--- config.mk ---
export PLATFORM = sky130hd
export DESIGN_NAME = lcdb_engine
export DESIGN_NICKNAME = d
export VERILOG_FILES = /design/src/rtl/lcdb_pkg.sv /design/src/rtl/lcdb_cfg_decode.sv /design/src/rtl/lcdb_seq.sv /design/src/rtl/lcdb_datapath.sv /design/src/rtl/lcdb_engine.sv
export SDC_FILE = /design/constraint.sdc
export NUM_CORES = 1
export LEC_CHECK = 0
export BUFFER_PORTS_ARGS = -buffer_cell sky130_fd_sc_hd__buf_4
export CAP_MARGIN = 15
export CELL_PAD_IN_SITES_DETAIL_PLACEMENT = 0
export CELL_PAD_IN_SITES_GLOBAL_PLACEMENT = 2
export CORE_UTILIZATION = 31
export CTS_CLUSTER_DIAMETER = 40
export DETAILED_ROUTE_END_ITERATION = 10
export GPL_ROUTABILITY_DRIVEN = 0
export GPL_TIMING_DRIVEN = 0
export PLACE_DENSITY_LB_ADDON = 0.2
export SYNTH_ARGS = -nofsm -noshare
export SYNTH_HDL_FRONTEND = slang
export SYNTH_HIERARCHICAL = 1
export SYNTH_SLANG_ARGS = --single-unit
--- constraint.sdc ---
create_clock -name clk -period 4.75 [get_ports clk]
set_clock_uncertainty 0.2 [all_clocks]
set_input_delay 0.95 -clock clk [delete_from_list [all_inputs] [get_ports clk]]
set_output_delay 0.95 -clock clk [all_outputs]
set_load 0.02 [all_outputs]
--- src/rtl/lcdb_pkg.sv ---
package lcdb_pkg;

    localparam int CNT_W      = 6;
    localparam int PH_W       = 4;

    // timing_cfg field positions
    localparam int WR_STB_LSB = 0;
    localparam int WR_STB_W   = 6;
    localparam int WR_SU_LSB  = 8;
    localparam int WR_HD_LSB  = 12;
    localparam int RD_LAT_LSB = 16;
    localparam int RD_LAT_W   = 6;
    localparam int RD_SU_LSB  = 24;
    localparam int RD_HD_LSB  = 28;

    // bus_cfg field positions
    localparam int BW_LSB     = 0;
    localparam int BW_W       = 2;
    localparam int GAP_LSB    = 16;

    localparam logic [1:0] WCODE_8 = 2'd0;
    localparam logic [1:0] WCODE_9 = 2'd1;

    typedef enum logic [2:0] {
        ST_IDLE   = 3'd0,
        ST_SETUP  = 3'd1,
        ST_STROBE = 3'd2,
        ST_HOLD   = 3'd3,
        ST_GAP    = 3'd4
    } bus_state_e;

    typedef struct packed {
        logic [PH_W-1:0]  setup;
        logic [CNT_W-1:0] strobe;
        logic [PH_W-1:0]  hold;
        logic [PH_W-1:0]  gap;
        logic             is_read;
    } phase_cfg_t;

    typedef struct packed {
        bus_state_e       st;
        logic [CNT_W-1:0] cnt;
    } step_t;

    // First non-empty phase at or after position 'from' (1=setup .. 4=gap).
    function automatic step_t first_step(phase_cfg_t c, logic [2:0] from);
        step_t s;
        if (from <= 3'd1 && c.setup != '0) begin
            s.st  = ST_SETUP;
            s.cnt = CNT_W'(c.setup) - CNT_W'(1);
        end else if (from <= 3'd2) begin
            s.st  = ST_STROBE;
            s.cnt = c.strobe;
        end else if (from <= 3'd3 && c.hold != '0) begin
            s.st  = ST_HOLD;
            s.cnt = CNT_W'(c.hold) - CNT_W'(1);
        end else if (from <= 3'd4 && !c.is_read && c.gap != '0) begin
            s.st  = ST_GAP;
            s.cnt = CNT_W'(c.gap) - CNT_W'(1);
        end else begin
            s.st  = ST_IDLE;
            s.cnt = '0;
        end
        return s;
    endfunction

endpackage

--- src/rtl/lcdb_cfg_decode.sv ---
module lcdb_cfg_decode
    import lcdb_pkg::*;
#(
    parameter int DATA_W = 16
) (
    input  logic [31:0]       timing_cfg,
    input  logic [31:0]       bus_cfg,
    input  logic              op_read,
    output phase_cfg_t        ph,
    output logic [DATA_W-1:0] mask
);

    logic [BW_W-1:0] wcode;
    int              nbits;
    logic            unused_bits;

    assign wcode       = bus_cfg[BW_LSB +: BW_W];
    assign unused_bits = ^{timing_cfg[7:6], timing_cfg[23:22],
                           bus_cfg[15:2], bus_cfg[31:20]};

    always_comb begin
        ph         = '0;
        ph.is_read = op_read;
        if (op_read) begin
            ph.setup  = timing_cfg[RD_SU_LSB +: PH_W];
            ph.strobe = CNT_W'(timing_cfg[RD_LAT_LSB +: RD_LAT_W]);
            ph.hold   = timing_cfg[RD_HD_LSB +: PH_W];
            ph.gap    = '0;
        end else begin
            ph.setup  = timing_cfg[WR_SU_LSB +: PH_W];
            ph.strobe = CNT_W'(timing_cfg[WR_STB_LSB +: WR_STB_W]);
            ph.hold   = timing_cfg[WR_HD_LSB +: PH_W];
            ph.gap    = bus_cfg[GAP_LSB +: PH_W];
        end
    end

    always_comb begin
        unique case (wcode)
            WCODE_8: nbits = 8;
            WCODE_9: nbits = 9;
            default: nbits = DATA_W;
        endcase
        if (nbits > DATA_W) nbits = DATA_W;
    end

    generate
        for (genvar g = 0; g < DATA_W; g++) begin : g_mask
            assign mask[g] = (g < nbits);
        end
    endgenerate

endmodule

--- src/rtl/lcdb_seq.sv ---
module lcdb_seq
    import lcdb_pkg::*;
(
    input  logic       clk,
    input  logic       rst_n,
    input  logic       accept,
    input  phase_cfg_t new_ph,
    output logic       host_ready,
    output logic       busy,
    output logic       bus_active,
    output logic       wr_strobe,
    output logic       rd_strobe,
    output logic       strobe_end,
    output logic       cur_is_read
);

    bus_state_e       state, state_nxt;
    logic [CNT_W-1:0] cnt, cnt_nxt;
    phase_cfg_t       cur_ph;
    logic [2:0]       st_bits;
    step_t            after, fresh;
    logic             last_cycle;

    assign st_bits     = state;
    assign after       = first_step(cur_ph, st_bits + 3'd1);
    assign fresh       = first_step(new_ph, 3'd1);
    assign last_cycle  = (state != ST_IDLE) && (cnt == '0) && (after.st == ST_IDLE);
    assign cur_is_read = cur_ph.is_read;

    // next-state logic
    always_comb begin
        state_nxt = state;
        cnt_nxt   = cnt;
        unique case (state)
            ST_IDLE: begin
                if (accept) begin
                    state_nxt = fresh.st;
                    cnt_nxt   = fresh.cnt;
                end
            end
            ST_SETUP, ST_STROBE, ST_HOLD, ST_GAP: begin
                if (cnt != '0) begin
                    cnt_nxt = cnt - CNT_W'(1);
                end else if (last_cycle && accept) begin
                    state_nxt = fresh.st;
                    cnt_nxt   = fresh.cnt;
                end else begin
                    state_nxt = after.st;
                    cnt_nxt   = after.cnt;
                end
            end
            default: begin
                state_nxt = ST_IDLE;
                cnt_nxt   = '0;
            end
        endcase
    end

    // state register
    always_ff @(posedge clk or negedge rst_n) begin
        if (!rst_n) begin
            state  <= ST_IDLE;
            cnt    <= '0;
            cur_ph <= '0;
        end else begin
            state <= state_nxt;
            cnt   <= cnt_nxt;
            if (accept) cur_ph <= new_ph;
        end
    end

    // outputs
    always_comb begin
        bus_active = 1'b0;
        wr_strobe  = 1'b0;
        rd_strobe  = 1'b0;
        strobe_end = 1'b0;
        busy       = 1'b1;
        host_ready = last_cycle;
        unique case (state)
            ST_IDLE: begin
                busy       = 1'b0;
                host_ready = 1'b1;
            end
            ST_SETUP: begin
                bus_active = 1'b1;
            end
            ST_STROBE: begin
                bus_active = 1'b1;
                wr_strobe  = !cur_ph.is_read;
                rd_strobe  = cur_ph.is_read;
                strobe_end = (cnt == '0);
            end
            ST_HOLD: begin
                bus_active = 1'b1;
            end
            ST_GAP: begin
                bus_active = 1'b0;
            end
            default: begin
                busy       = 1'b0;
                host_ready = 1'b0;
            end
        endcase
    end

endmodule

--- src/rtl/lcdb_datapath.sv ---
module lcdb_datapath #(
    parameter int DATA_W = 16
) (
    input  logic              clk,
    input  logic              rst_n,
    input  logic              accept,
    input  logic              op_dc,
    input  logic [DATA_W-1:0] host_wdata,
    input  logic [DATA_W-1:0] mask_in,
    input  logic              bus_active,
    input  logic              strobe_end,
    input  logic              cur_is_read,
    input  logic [DATA_W-1:0] lcd_din,
    output logic [DATA_W-1:0] lcd_dout,
    output logic              lcd_doe,
    output logic              lcd_dc,
    output logic              rd_valid,
    output logic [DATA_W-1:0] rd_data
);

    logic [DATA_W-1:0] wdata_q;
    logic [DATA_W-1:0] mask_q;
    logic              dc_q;

    always_ff @(posedge clk or negedge rst_n) begin
        if (!rst_n) begin
            wdata_q  <= '0;
            mask_q   <= '0;
            dc_q     <= 1'b1;
            rd_valid <= 1'b0;
            rd_data  <= '0;
        end else begin
            if (accept) begin
                wdata_q <= host_wdata & mask_in;
                mask_q  <= mask_in;
                dc_q    <= op_dc;
            end
            rd_valid <= strobe_end && cur_is_read;
            if (strobe_end && cur_is_read) rd_data <= lcd_din & mask_q;
        end
    end

    assign lcd_doe  = bus_active && !cur_is_read;
    assign lcd_dout = lcd_doe ? wdata_q : '0;
    assign lcd_dc   = dc_q;

endmodule

--- src/rtl/lcdb_engine.sv ---
module lcdb_engine
    import lcdb_pkg::*;
#(
    parameter int DATA_W = 16
) (
    input  logic              clk,
    input  logic              rst_n,
    input  logic              host_valid,
    input  logic [1:0]        host_op,
    input  logic [DATA_W-1:0] host_wdata,
    output logic              host_ready,
    output logic              rd_valid,
    output logic [DATA_W-1:0] rd_data,
    input  logic [31:0]       timing_cfg,
    input  logic [31:0]       bus_cfg,
    input  logic              prst_we,
    input  logic              prst_val,
    output logic              busy,
    output logic              lcd_cs_n,
    output logic              lcd_wr_n,
    output logic              lcd_rd_n,
    output logic              lcd_dc,
    output logic              lcd_rst_n,
    output logic [DATA_W-1:0] lcd_dout,
    output logic              lcd_doe,
    input  logic [DATA_W-1:0] lcd_din
);

    phase_cfg_t        new_ph;
    logic [DATA_W-1:0] mask;
    logic              accept;
    logic              bus_active, wr_strobe, rd_strobe, strobe_end, cur_is_read;
    logic              prst_q;

    assign accept = host_valid && host_ready;

    lcdb_cfg_decode #(.DATA_W(DATA_W)) dec_i (
        .timing_cfg (timing_cfg),
        .bus_cfg    (bus_cfg),
        .op_read    (host_op[1]),
        .ph         (new_ph),
        .mask       (mask)
    );

    lcdb_seq seq_i (
        .clk         (clk),
        .rst_n       (rst_n),
        .accept      (accept),
        .new_ph      (new_ph),
        .host_ready  (host_ready),
        .busy        (busy),
        .bus_active  (bus_active),
        .wr_strobe   (wr_strobe),
        .rd_strobe   (rd_strobe),
        .strobe_end  (strobe_end),
        .cur_is_read (cur_is_read)
    );

    lcdb_datapath #(.DATA_W(DATA_W)) dp_i (
        .clk         (clk),
        .rst_n       (rst_n),
        .accept      (accept),
        .op_dc       (host_op[0]),
        .host_wdata  (host_wdata),
        .mask_in     (mask),
        .bus_active  (bus_active),
        .strobe_end  (strobe_end),
        .cur_is_read (cur_is_read),
        .lcd_din     (lcd_din),
        .lcd_dout    (lcd_dout),
        .lcd_doe     (lcd_doe),
        .lcd_dc      (lcd_dc),
        .rd_valid    (rd_valid),
        .rd_data     (rd_data)
    );

    always_ff @(posedge clk or negedge rst_n) begin
        if (!rst_n) prst_q <= 1'b0;
        else if (prst_we) prst_q <= prst_val;
    end

    assign lcd_rst_n = prst_q;
    assign lcd_cs_n  = !bus_active;
    assign lcd_wr_n  = !wr_strobe;
    assign lcd_rd_n  = !rd_strobe;

endmodule

==> results of run 1 <==
-- critical path, cell delays in order (launching register included) --
cell and delay (ps):
sky130_fd_sc_hd__dfrtp_1 480, sky130_fd_sc_hd__ha_1 250, sky130_fd_sc_hd__ha_1 260, sky130_fd_sc_hd__buf_2 180
sky130_fd_sc_hd__o21a_1 130, sky130_fd_sc_hd__a22oi_2 330, sky130_fd_sc_hd__nand4_4 190, sky130_fd_sc_hd__o21ai_0 340
sky130_fd_sc_hd__and2_1 370, sky130_fd_sc_hd__clkbuf_1 400, sky130_fd_sc_hd__buf_1 570, sky130_fd_sc_hd__mux2_2 400
-- power by group --
group / total [W] / switching (W) / internal (W)
logic: 0.00204 / 0.00115 / 0.000884
clock network: 0.000745 / 0.000273 / 0.000472
registers: 0.00119 / 0.000208 / 0.000981
total: 0.00397 / 0.00163 / 0.00234
-- final cells by class --
cell class              instances  area share
multi-input cells             310      0.3686
flip-flops and latches         79      0.3248
repair buffers                112      0.1381
plain buffers                  40     0.04644
clock buffers                  12     0.04048
well taps                     184     0.03781
inverters                      53     0.03267
clock inverters                 3     0.01110
-- synth_stat cells (all sizes together), types with 2 or more instances --
| library cell | number | area, µm² |
|---|---|---|
| o22ai | 2 | 12.51 |
| inv | 53 | 198.9 |
| buf | 32 | 251.5 |
| o22a | 2 | 17.52 |
| nor3 | 17 | 101.4 |
| or3b | 4 | 40.04 |
| dfrtp | 78 | 1952 |
| mux2 | 44 | 521.8 |
| and2b | 5 | 42.54 |
| a41oi | 2 | 17.52 |
| a21o | 2 | 15.01 |
| a211oi | 3 | 27.52 |
| nand3 | 21 | 105.1 |
| o21a | 3 | 22.52 |
| a21oi | 18 | 93.84 |
| xnor2 | 5 | 43.79 |
| and2 | 18 | 115.1 |
| a31oi | 2 | 12.51 |
| nand4 | 19 | 133.9 |
| nand2 | 23 | 86.33 |
| ha | 13 | 162.7 |
| o21ba | 2 | 20.02 |
| o21ai | 57 | 319.1 |
| nand2b | 4 | 25.02 |
| or3 | 5 | 31.28 |
| nor2 | 14 | 60.06 |
| clkbuf | 8 | 30.03 |
| o2111ai | 2 | 17.52 |
-- what timing repair did --
action	4_1_cts	5_1_grt
endpoints found under the hold margin	0	0
gates resized for setup	0	2
setup endpoints to repair	0	4
hold buffers	0	0
-- logic make-up after synthesis --
| kind of cell | count (synthesis) |
|---|---|
| AND/OR/NAND/NOR | 136 |
| AO/OA/AOI/OAI | 103 |
| buffers and inverters | 93 |
| flip-flops | 79 |
| multiplexers | 44 |
| adder cells (fa/ha/maj) | 13 |
| XOR/XNOR | 6 |
| other | 1 |
-- routing by layer --
metal	vias to the layer above	part of all wire	GRT usage
met5	-	0	0
met2	102	0.45	0.2597
met3	16	0.052	0.03737
li1	1876	-	-
met4	0	0.017	0.06098
met1	1784	0.48	0.2227
-- stage by stage --
step           power [W]  hold WS, ps  cells  setup WS, ps
3_5_place_dp    0.003242        297.7    778         360.0
4_1_cts         0.004012        311.4    793         325.6
5_1_grt         0.004276        328.2    793         180.1
3_3_place_gp    0.003221        293.5    778         353.2
6_report        0.003970        308.5    793         515.3
2_1_floorplan   0.002570        275.3    482         931.5
-- registers in the layout (all words and copies together) (netlist names) --
register / count
dp_i/rd_data: 16
dp_i/mask_q: 16
dp_i/rd_valid: 1
seq_i/cur_is_read: 1
seq_i/cnt: 6
seq_i/st_bits: 3
lcd_rst_n: 1
dp_i/wdata_q: 16
dp_i/lcd_dc: 1
seq_i/cur_ph: 18
-- path summary, 6_finish.rpt --
kind / start / to
worst max register to register: seq_i/st_bits[0] / seq_i/cur_ph[3]
worst min-delay path: seq_i/cur_ph[14] / seq_i/cur_ph[14]
min in group asynchronous: rst_n / dp_i/wdata_q[12]
max in group asynchronous: rst_n / seq_i/cur_ph[14]
worst max-delay path: seq_i/st_bits[0] / seq_i/cur_ph[3]
worst min register to register: seq_i/cur_ph[14] / seq_i/cur_ph[14]
==> implementation parameters, run 1 <==
Parameter                              Value

Outcome
  Status ... finished with violations
  Violations in the final reports ... design-rule violations

Logic synthesis
  Count of cell types in the netlist ... 61
  Avg Cell Area, Syn ... 9.846 µm²
  Number of enable-type register cells in the synthesized netlist ... 0
  Cell area after synthesis ... 0.004677 mm²
  Main combinational cell family by area after synthesis ... simple AND/OR/NAND/NOR gates
  Simple-gate share of the synthesized area ... 0.1699
  Post-synth top flop ... sky130_fd_sc_hd__dfrtp_1
  Mux share of post-synthesis cell area ... 0.1116
  Post-synth ARST share ... 1.000
  Mapped Cells ... 475
  Synth warnings ... 6
  Synthesized flop and latch total ... 79
  Area share of xor/xnor cells in the synthesized design ... 0.01124
  Area fraction in compound gates after synthesis ... 0.1461
  Portion of the post-synthesis area used by sequential elements ... 0.4230
  Adder and majority cell fraction of the synthesized area ... 0.03478

Die
  Std-Cell Rows ... 44
  Area of the die ... 0.01558 mm²
  Initial core utilization ... 0.3194
  Chip Width ... 124.8 µm
  Die Span Y ... 124.8 µm
  Area of the core ... 0.01464 mm²
  I/O pin total ... 144

Placed design
  Cell area after placement ... 0.005774 mm²
  Buffers added on ports ... 112
  Post-DP HPWL ... 8.975 mm

Detailed routing
  Number of iterations in the first detailed-routing pass ... 7
  Drc violations ... 26
  Final ANT Viol Nets ... 0
  Post-DR vias/cell ... 4.764
  Number of vias after detailed routing ... 3778
  Total routed wirelength ... 12.09 mm
  Wirelength per Cell ... 15.24 µm
  Drt first-iter violations ... 227

STA
  RSZ-0062 raised after global routing ... false
  Worst-Margin Slew ... 1027 ps
  Count of endpoints failing setup in the final report ... 0
  Max Clk Rate ... 0.2361 GHz
  Hold Violations, Final ... 0
  Final setup TNS ... 0 ps
  Number of max-slew violations in the final report ... 0
  Ratio of final minimum period to clock period ... 0.8915
  Max-slew headroom ... 0.3150
  Final period demand of the worst path ... 4235 ps

Finish
  Fraction of layout instances using a drive strength above 1 ... 0.3859
  Share of the core filled with cells ... 0.4158
  Synthesis-to-finish area growth ... 30.20%
  FF/Latch Area ... 0.001978 mm²
  Layout Nets ... 721
  Diodes inserted ... 0
  FILL cells ... 1472
  Most frequent cells in the layout ... sky130_fd_sc_hd__buf_4, sky130_fd_sc_hd__dfrtp_1, sky130_fd_sc_hd__inv_1
  Area occupied by multi-input gates ... 0.002245 mm²
  Post-Layout Inst Area ... 0.006090 mm²
  Most frequent standard cell in the layout excluding fill and tap cells ... sky130_fd_sc_hd__buf_4

Clock tree
  CTS tree ... built
  Maximum clock path buffer count ... 2
  CTS buffer count ... 9
  CTS Root Buffer Type ... sky130_fd_sc_hd__clkbuf_16
  H-Tree Depth ... 3
  Number of clock sinks seen by CTS ... 79
  Clock Latency Late Sink ... 340 ps
  Post-CTS setup buffer count ... 0
  Clock-pin slew reported for the worst setup and hold paths after clock tree synthesis ... 60 ps

Pwr
  Leak ... 2.796 nW
  Power density relative to cell area ... 651.9 mW/mm²
  Largest vdd supply drop ... 0.2537 mV

Setup path
  Critical Path Source Type ... flip-flop
  Setup CP Type ... flip-flop to flip-flop
  Path depth of the worst reg2reg path ... 11
  Kind of end point of the critical path ... flip-flop
  Setup slack of the worst register-to-register path ... 520 ps
  Highest fanout seen on the critical path ... 10
  Required time worst endpoint ... 4770 ps
  Arrival time reported for the critical path endpoint ... 4260 ps

GRT
  Number of global-route vias before repair ... 3820
  Gr ovfl total ... 0
  GR Util All Layers ... 0.1656
  Wire length of the first global-routing pass ... 20.22 mm
  Number of antenna violations at the first check in global routing ... 0
  Pin count of the biggest net entering global routing ... 80

Min path
  Count of cells along the worst hold path ... 1
  Hold Crit Class ... flip-flop to flip-flop

Job
  Max-cap violations ... 0
Note: power is estimated with default switching activity, not from simulation.
==> run 2, diff against run 1 <==
--- a/config.mk
+++ b/config.mk
@@ -5,7 +5,7 @@
 export SDC_FILE = /design/constraint.sdc
 export NUM_CORES = 1
 export LEC_CHECK = 0
-export BUFFER_PORTS_ARGS = -buffer_cell sky130_fd_sc_hd__buf_4
+export BUFFER_PORTS_ARGS = -buffer_cell sky130_fd_sc_hd__buf_2
 export CAP_MARGIN = 15
 export CELL_PAD_IN_SITES_DETAIL_PLACEMENT = 0
 export CELL_PAD_IN_SITES_GLOBAL_PLACEMENT = 2
==> run 2 against run 1 <==
Effect of this change: non-clock buffer count is 1 higher; register-to-register slack better by 30 ps; sequential share of layout area grew 1.6 points; hold slack lost 3.0 ps; total power shrank 4.1%; worst setup slack better by 30 ps; wire length down 0.72%; first-iteration DRC count increased by 4.4%; the flow still finishes with violations (design-rule violations); critical endpoint is now seq_i/cur_ph[12].
==> implementation parameters, run 2 (synthesis gave the netlist of run 1 again) <==
Parameter                              Value

Outcome
  Status ... finished with violations
  Violations in the final reports ... design-rule violations

GRT
  Wire length of the first global-routing pass ... 20.29 mm
  Gr ovfl total ... 0
  Number of antenna violations at the first check in global routing ... 0
  Pin count of the biggest net entering global routing ... 50
  GR Util All Layers ... 0.1660
  Number of global-route vias before repair ... 3836

Finish
  Non-filler instance count after layout ... 794
  FILL cells ... 1502
  Diodes inserted ... 0
  Max FFs per register ... 18
  Most frequent standard cell in the layout excluding fill and tap cells ... sky130_fd_sc_hd__buf_2
  Share of the core filled with cells ... 0.3964
  Layout Nets ... 722
  Most frequent cells in the layout ... sky130_fd_sc_hd__buf_2, sky130_fd_sc_hd__dfrtp_1, sky130_fd_sc_hd__inv_1
  Synthesis-to-finish area growth ... 24.13%
  Top reg by flops ... seq_i/cur_ph
  Fraction of layout instances using a drive strength above 1 ... 0.3869

Setup path
  Cell-by-cell trace of the critical path ... ha_1 > ha_1 > buf_2 > o21a_1 > a22oi_2 > nand4_4 > o21ai_0 > and2_1 > clkbuf_1 > buf_1 > mux2_2
  Arrival time reported for the critical path endpoint ... 4230 ps
  Source of the worst register-to-register timing path ... seq_i/st_bits[0]
  Path depth of the worst reg2reg path ... 11
  Delay-heaviest family, CP ... buffers and inverters
  Required time worst endpoint ... 4770 ps
  Most Frequent Cell on Critical Path ... sky130_fd_sc_hd__ha_1
  Terminus of the critical flop-to-flop path ... seq_i/cur_ph[12]
  Critical Path Source Type ... flip-flop
  Setup slack of the worst register-to-register path ... 550 ps
  Highest fanout seen on the critical path ... 10
  Crit path buf inv count ... 3
  Library cell contributing the largest single delay on the critical path ... sky130_fd_sc_hd__buf_1
  Kind of end point of the critical path ... flip-flop
  Stages on worst setup path ... 11
  Setup CP Type ... flip-flop to flip-flop
  Maximum cell stage delay along the critical path ... 590 ps

Die
  Area of the die ... 0.01558 mm²
  Die Span Y ... 124.8 µm
  Initial core utilization ... 0.3194
  Std-Cell Rows ... 44
  Chip Width ... 124.8 µm
  Area of the core ... 0.01464 mm²
  I/O pin total ... 144

STA
  Count of endpoints failing setup in the final report ... 0
  RSZ-0062 raised after global routing ... false
  Final hold slack ... 305.6 ps
  Smallest setup slack after layout ... 545.2 ps
  Final setup TNS ... 0 ps
  Hold Violations, Final ... 0
  Max-slew headroom ... 0.5350
  Final period demand of the worst path ... 4205 ps
  Worst-Margin Slew ... 697.5 ps
  Number of max-slew violations in the final report ... 0
  Ratio of final minimum period to clock period ... 0.8852
  Max Clk Rate ... 0.2378 GHz

Pwr
  Power density relative to cell area ... 655.6 mW/mm²
  Net Sw Frac ... 0.4268
  Leak ... 2.703 nW
  Net switching component of the power ... 0.001625 W
  Internal Power ... 0.002182 W
  Clock network power share ... 0.178
  Sequential fraction of design power ... 0.311
  Combinational share of power ... 0.511
  Largest vdd supply drop ... 0.1962 mV

Clock tree
  Clock-pin slew reported for the worst setup and hold paths after clock tree synthesis ... 60 ps
  Post-CTS setup buffer count ... 0
  H-Tree Depth ... 3
  Number of clock sinks seen by CTS ... 79
  CTS tree ... built
  Clock Latency Late Sink ... 340 ps
  CTS Root Buffer Type ... sky130_fd_sc_hd__clkbuf_16
  Maximum clock path buffer count ... 2
  CTS buffer count ... 9

Placed design
  Buffers added on ports ... 112
  Post-DP HPWL ... 9.035 mm
  Post-Place Setup Slack ... 316.1 ps
  Inst Count DP ... 779

Min path
  Hold Crit Class ... flip-flop to flip-flop
  Launch instance of the worst min-delay path ... seq_i/cur_ph[13]
  Endpoint of the worst hold-timing path ... seq_i/cur_ph[13]
  Count of cells along the worst hold path ... 1

Detailed routing
  Drt first-iter violations ... 237
  Number of vias after detailed routing ... 3776
  Final ANT Viol Nets ... 0
  Post-DR vias/cell ... 4.756
  Total routed wirelength ... 12.00 mm
  Number of iterations in the first detailed-routing pass ... 7
  Drc violations ... 26
  Wirelength per Cell ... 15.11 µm

Job
  Max-cap violations ... 0
[run 2: what timing repair did]
item,CTS,global route
setup endpoints to repair,0,2
gates resized for setup,0,2
hold buffers,0,0
hold endpoints to repair,0,0
[run 2: power by group through the flow]
stage	Sequential (W)	Clock, W	Combinational, W
2_1_floorplan	0.00122	0	0.00135
3_3_place_gp	0.00119	0	0.00194
3_5_place_dp	0.00120	0	0.00195
4_1_cts	0.00119	0.000699	0.00196
5_1_grt	0.00124	0.000727	0.00218
6_report	0.00118	0.000677	0.00195
[run 2: worst max path at each step]
stage,from,end,slack [ps]
detailed placement,seq_i/st_bits[0],seq_i/cur_ph[15],320
CTS,seq_i/st_bits[0],seq_i/cur_ph[15],280
floorplan,seq_i/st_bits[0],seq_i/cur_is_read,930
global placement,seq_i/st_bits[0],seq_i/cur_ph[16],350
global route,seq_i/st_bits[0],seq_i/cur_ph[1],190
finish,seq_i/st_bits[0],seq_i/cur_ph[12],550
[run 2: cell type report]
type | instances | area [µm²] | share of cell area
buffer | 40 | 282.8 | 0.04871
clock buffer | 11 | 232.7 | 0.04009
clock inverter | 4 | 47.55 | 0.008190
inverter | 53 | 198.9 | 0.03427
multi-input combinational | 310 | 2245 | 0.3866
sequential | 79 | 1978 | 0.3407
tap | 184 | 230.2 | 0.03966
timing repair buffer | 113 | 590.6 | 0.1017
[run 2: worst register-to-register path, stage by stage (launching register included)]
cell	delay (ps)
sky130_fd_sc_hd__dfrtp_1	480
sky130_fd_sc_hd__ha_1	250
sky130_fd_sc_hd__ha_1	270
sky130_fd_sc_hd__buf_2	180
sky130_fd_sc_hd__o21a_1	130
sky130_fd_sc_hd__a22oi_2	330
sky130_fd_sc_hd__nand4_4	190
sky130_fd_sc_hd__o21ai_0	290
sky130_fd_sc_hd__and2_1	350
sky130_fd_sc_hd__clkbuf_1	420
sky130_fd_sc_hd__buf_1	590
sky130_fd_sc_hd__mux2_2	410
[run 2: stage by stage]
stage / cell area [µm²] / total power, W
floorplan: 4703 / 0.002570
global placement: 5494 / 0.003125
detailed placement: 5524 / 0.003147
CTS: 5804 / 0.003851
global route: 5806 / 0.004144
finish: 5806 / 0.003806
[run 2: metal layers]
metal	vias to the layer above	GRT usage	wire (µm)
met5	-	0	0
met4	0	0.05524	167
met3	13	0.03780	624
met2	100	0.2700	5604
met1	1780	0.2174	5601
li1	1883	-	-
==> run 3, diff against run 2 <==
--- a/config.mk
+++ b/config.mk
@@ -9,7 +9,7 @@
 export CAP_MARGIN = 15
 export CELL_PAD_IN_SITES_DETAIL_PLACEMENT = 0
 export CELL_PAD_IN_SITES_GLOBAL_PLACEMENT = 2
-export CORE_UTILIZATION = 31
+export CORE_UTILIZATION = 30
 export CTS_CLUSTER_DIAMETER = 40
 export DETAILED_ROUTE_END_ITERATION = 10
 export GPL_ROUTABILITY_DRIVEN = 0
@@ -17,5 +17,4 @@
 export PLACE_DENSITY_LB_ADDON = 0.2
 export SYNTH_ARGS = -nofsm -noshare
 export SYNTH_HDL_FRONTEND = slang
-export SYNTH_HIERARCHICAL = 1
 export SYNTH_SLANG_ARGS = --single-unit
==> run 3 against run 2 <==
Effect of this change: synthesized cell count decreased by 15%; area after synthesis decreased by 14%; the flow now finishes without violations; critical path type is now flip-flop to primary output; largest power group unchanged; first-iteration DRC count decreased by 51%; highest routed layer unchanged; core utilization increased by 0.35 points.
==> implementation parameters, run 3 <==
Parameter                              Value

Clock tree
  Clock-pin slew reported for the worst setup and hold paths after clock tree synthesis ... 60 ps
  H-Tree Depth ... 3
  Post-CTS setup buffer count ... 0
  Number of clock sinks seen by CTS ... 67
  Clock Latency Late Sink ... 340 ps
  Hold buffers post-CTS ... 0
  Maximum clock path buffer count ... 2
  # resized after CTS ... 0
  CTS buffer count ... 9
  CTS tree ... built
  CTS Root Buffer Type ... sky130_fd_sc_hd__clkbuf_16

Die
  I/O pin total ... 144
  Die Span Y ... 117.5 µm
  Chip Width ... 117.5 µm
  Std-Cell Rows ... 41
  Area of the die ... 0.01380 mm²
  Initial core utilization ... 0.3119
  Area of the core ... 0.01282 mm²

STA
  Final setup TNS ... 0 ps
  RSZ-0062 raised after global routing ... false
  Ratio of final minimum period to clock period ... 0.7860
  Final period demand of the worst path ... 3734 ps
  Worst-Margin Slew ... 695.4 ps
  Number of max-slew violations in the final report ... 0
  Max-slew headroom ... 0.5364
  Final hold slack ... 259.7 ps
  Count of endpoints failing setup in the final report ... 0
  Max Clk Rate ... 0.2678 GHz
  Hold Violations, Final ... 0

GRT
  Number of antenna violations at the first check in global routing ... 0
  GR Util All Layers ... 0.1607
  Number of global-route vias before repair ... 3323
  Gr ovfl total ... 0
  Pin count of the biggest net entering global routing ... 68
  Wire length of the first global-routing pass ... 17.24 mm

Detailed routing
  Number of iterations in the first detailed-routing pass ... 4
  Number of vias after detailed routing ... 3344
  Final ANT Viol Nets ... 0
  Drc violations ... 0
  Wirelength per Cell ... 14.94 µm
  Post-DR vias/cell ... 4.764
  Total routed wirelength ... 10.49 mm
  Drt first-iter violations ... 116

Setup path
  Critical Path Source Type ... flip-flop
  Setup slack of the worst register-to-register path ... 1670 ps
  Source of the worst register-to-register timing path ... seq_i.st_bits[0]
  Terminus of the critical flop-to-flop path ... seq_i.cur_ph[13]
  Arrival time reported for the critical path endpoint ... 2580 ps
  Required time worst endpoint ... 3600 ps
  Path depth of the worst reg2reg path ... 9
  Highest fanout seen on the critical path ... 10
  Kind of end point of the critical path ... primary output
  Setup CP Type ... flip-flop to primary output

Job
  Max-cap violations ... 0

Logic synthesis
  Avg Cell Area, Syn ... 9.950 µm²
  Nets in the synthesized netlist ... 518
  Area share of the largest cell type after synthesis ... 0.4129
  Post-synth top flop ... sky130_fd_sc_hd__dfrtp_1
  Post-synth ARST share ... 1.000
  Synthesized flop and latch total ... 67
  Synth area leader ... sky130_fd_sc_hd__dfrtp_1
  Synth warnings ... 0
  Mapped Cells ... 402
  Cell area after synthesis ... 0.004000 mm²
  Most used standard cell by instance count after synthesis ... sky130_fd_sc_hd__dfrtp_1
  List of most frequent post-synthesis cells ... sky130_fd_sc_hd__dfrtp_1, sky130_fd_sc_hd__nand2_1, sky130_fd_sc_hd__inv_1, sky130_fd_sc_hd__mux2i_1, sky130_fd_sc_hd__mux2_4
  Count of cell types in the netlist ... 55
  Number of enable-type register cells in the synthesized netlist ... 0
  Portion of the post-synthesis area used by sequential elements ... 0.4195
  Top post-synthesis cells by area ... sky130_fd_sc_hd__dfrtp_1, sky130_fd_sc_hd__mux2_4, sky130_fd_sc_hd__mux2i_1, sky130_fd_sc_hd__nand2_1, sky130_fd_sc_hd__ha_1

Pwr
  Leak ... 2.567 nW
  Power density relative to cell area ... 711.3 mW/mm²
  Total power draw ... 0.003648 W
  Largest vdd supply drop ... 0.2928 mV

Finish
  FF/Latch Area ... 0.001678 mm²
  Share of the core filled with cells ... 0.3999
  Synthesis-to-finish area growth ... 28.21%
  Top reg by flops ... seq_i.cur_ph
  Fraction of layout instances using a drive strength above 1 ... 0.3434
  Layout Nets ... 641
  FILL cells ... 1354
  Diodes inserted ... 0
  Most frequent cells in the layout ... sky130_fd_sc_hd__buf_2, sky130_fd_sc_hd__dfrtp_1, sky130_fd_sc_hd__nand2_1
  Post-Layout Inst Area ... 0.005129 mm²
  Max FFs per register ... 18
  Area occupied by multi-input gates ... 0.002107 mm²
  Most frequent standard cell in the layout excluding fill and tap cells ... sky130_fd_sc_hd__buf_2
  Top Registers ... seq_i.cur_ph x18, dp_i.rd_data x16, dp_i.wdata_q x16

Placed design
  Post-DP HPWL ... 7.856 mm
  Cell area after placement ... 0.004801 mm²
  Buffers added on ports ... 111

Min path
  Endpoint of the worst hold-timing path ... dp_i.rd_data[11]
  Count of cells along the worst hold path ... 2
  Launch instance of the worst min-delay path ... dp_i.rd_data[11]
  Hold Crit Class ... flip-flop to flip-flop

Outcome
  Status ... finished clean
run 3: cell count changes after synthesis, moves of 17 or more:
cell and change:
sky130_fd_sc_hd__o21ai_0 -30, sky130_fd_sc_hd__nand2_1 +27, sky130_fd_sc_hd__inv_1 -26, sky130_fd_sc_hd__mux2_2 -25, sky130_fd_sc_hd__mux2i_1 +24, sky130_fd_sc_hd__nand4_1 -17
run 3: area by class of cell:
class	instances	area share
well taps	172	0.04196
clock buffers	10	0.04660
clock inverters	6	0.01732
inverters	28	0.02049
plain buffers	18	0.02147
flip-flops and latches	67	0.3272
multi-input cells	289	0.4108
repair buffers	112	0.1142
run 3: cells by family (layout without fill, tap and decap cells):
family          after synthesis  after routing  synth area share
xor+xnor                      6              6           0.01314
buf+inv                      46            174           0.05380
mux                          58             58            0.1764
compound gates               58             58           0.09854
flops                        67             67            0.4195
fa+ha+maj                    13             13           0.04066
simple gates                154            154            0.1980
run 3: worst max-delay path by stage:
stage,start,endpoint,slack (ps),depth (start not counted)
final,seq_i.st_bits[0],lcd_dout[6],1020,8
after CTS,seq_i.st_bits[0],lcd_dout[6],990,8
after detailed placement,host_op[1],seq_i.cnt[2],740,9
after floorplan,host_op[1],seq_i.cnt[2],1510,8
after global placement,host_op[1],seq_i.cnt[2],730,9
after global routing,seq_i.st_bits[0],lcd_dout[6],740,8
run 3: critical path: stages (launching register included):
cell and delay [ps]:
sky130_fd_sc_hd__dfrtp_1 450, sky130_fd_sc_hd__inv_1 90, sky130_fd_sc_hd__ha_1 280, sky130_fd_sc_hd__nor2_1 120, sky130_fd_sc_hd__nor2_1 40, sky130_fd_sc_hd__nor2_1 530
sky130_fd_sc_hd__nor2_1 320, sky130_fd_sc_hd__and2_1 260, sky130_fd_sc_hd__buf_2 150
run 3: power by group:
group	switching (W)	internal, W	total, W
registers	0.000155	0.000832	0.000987
clock network	0.000253	0.000473	0.000727
logic	0.00113	0.000807	0.00193
run 3: metrics by stage:
| step | std cells | setup WS (ps) |
|---|---|---|
| 2_1_floorplan | 402 | 1505 |
| 3_3_place_gp | 685 | 725.3 |
| 3_5_place_dp | 686 | 738.6 |
| 4_1_cts | 702 | 990.7 |
| 5_1_grt | 702 | 736.9 |
| 6_report | 702 | 1016 |
run 3: metal layers:
layer | vias to the layer above | global-route usage | part of all wire
met2 | 82 | 0.2633 | 0.48
met5 | - | 0 | 0
met3 | 8 | 0.04554 | 0.043
li1 | 1655 | - | -
met1 | 1599 | 0.2043 | 0.47
met4 | 0 | 0.04968 | 0.010
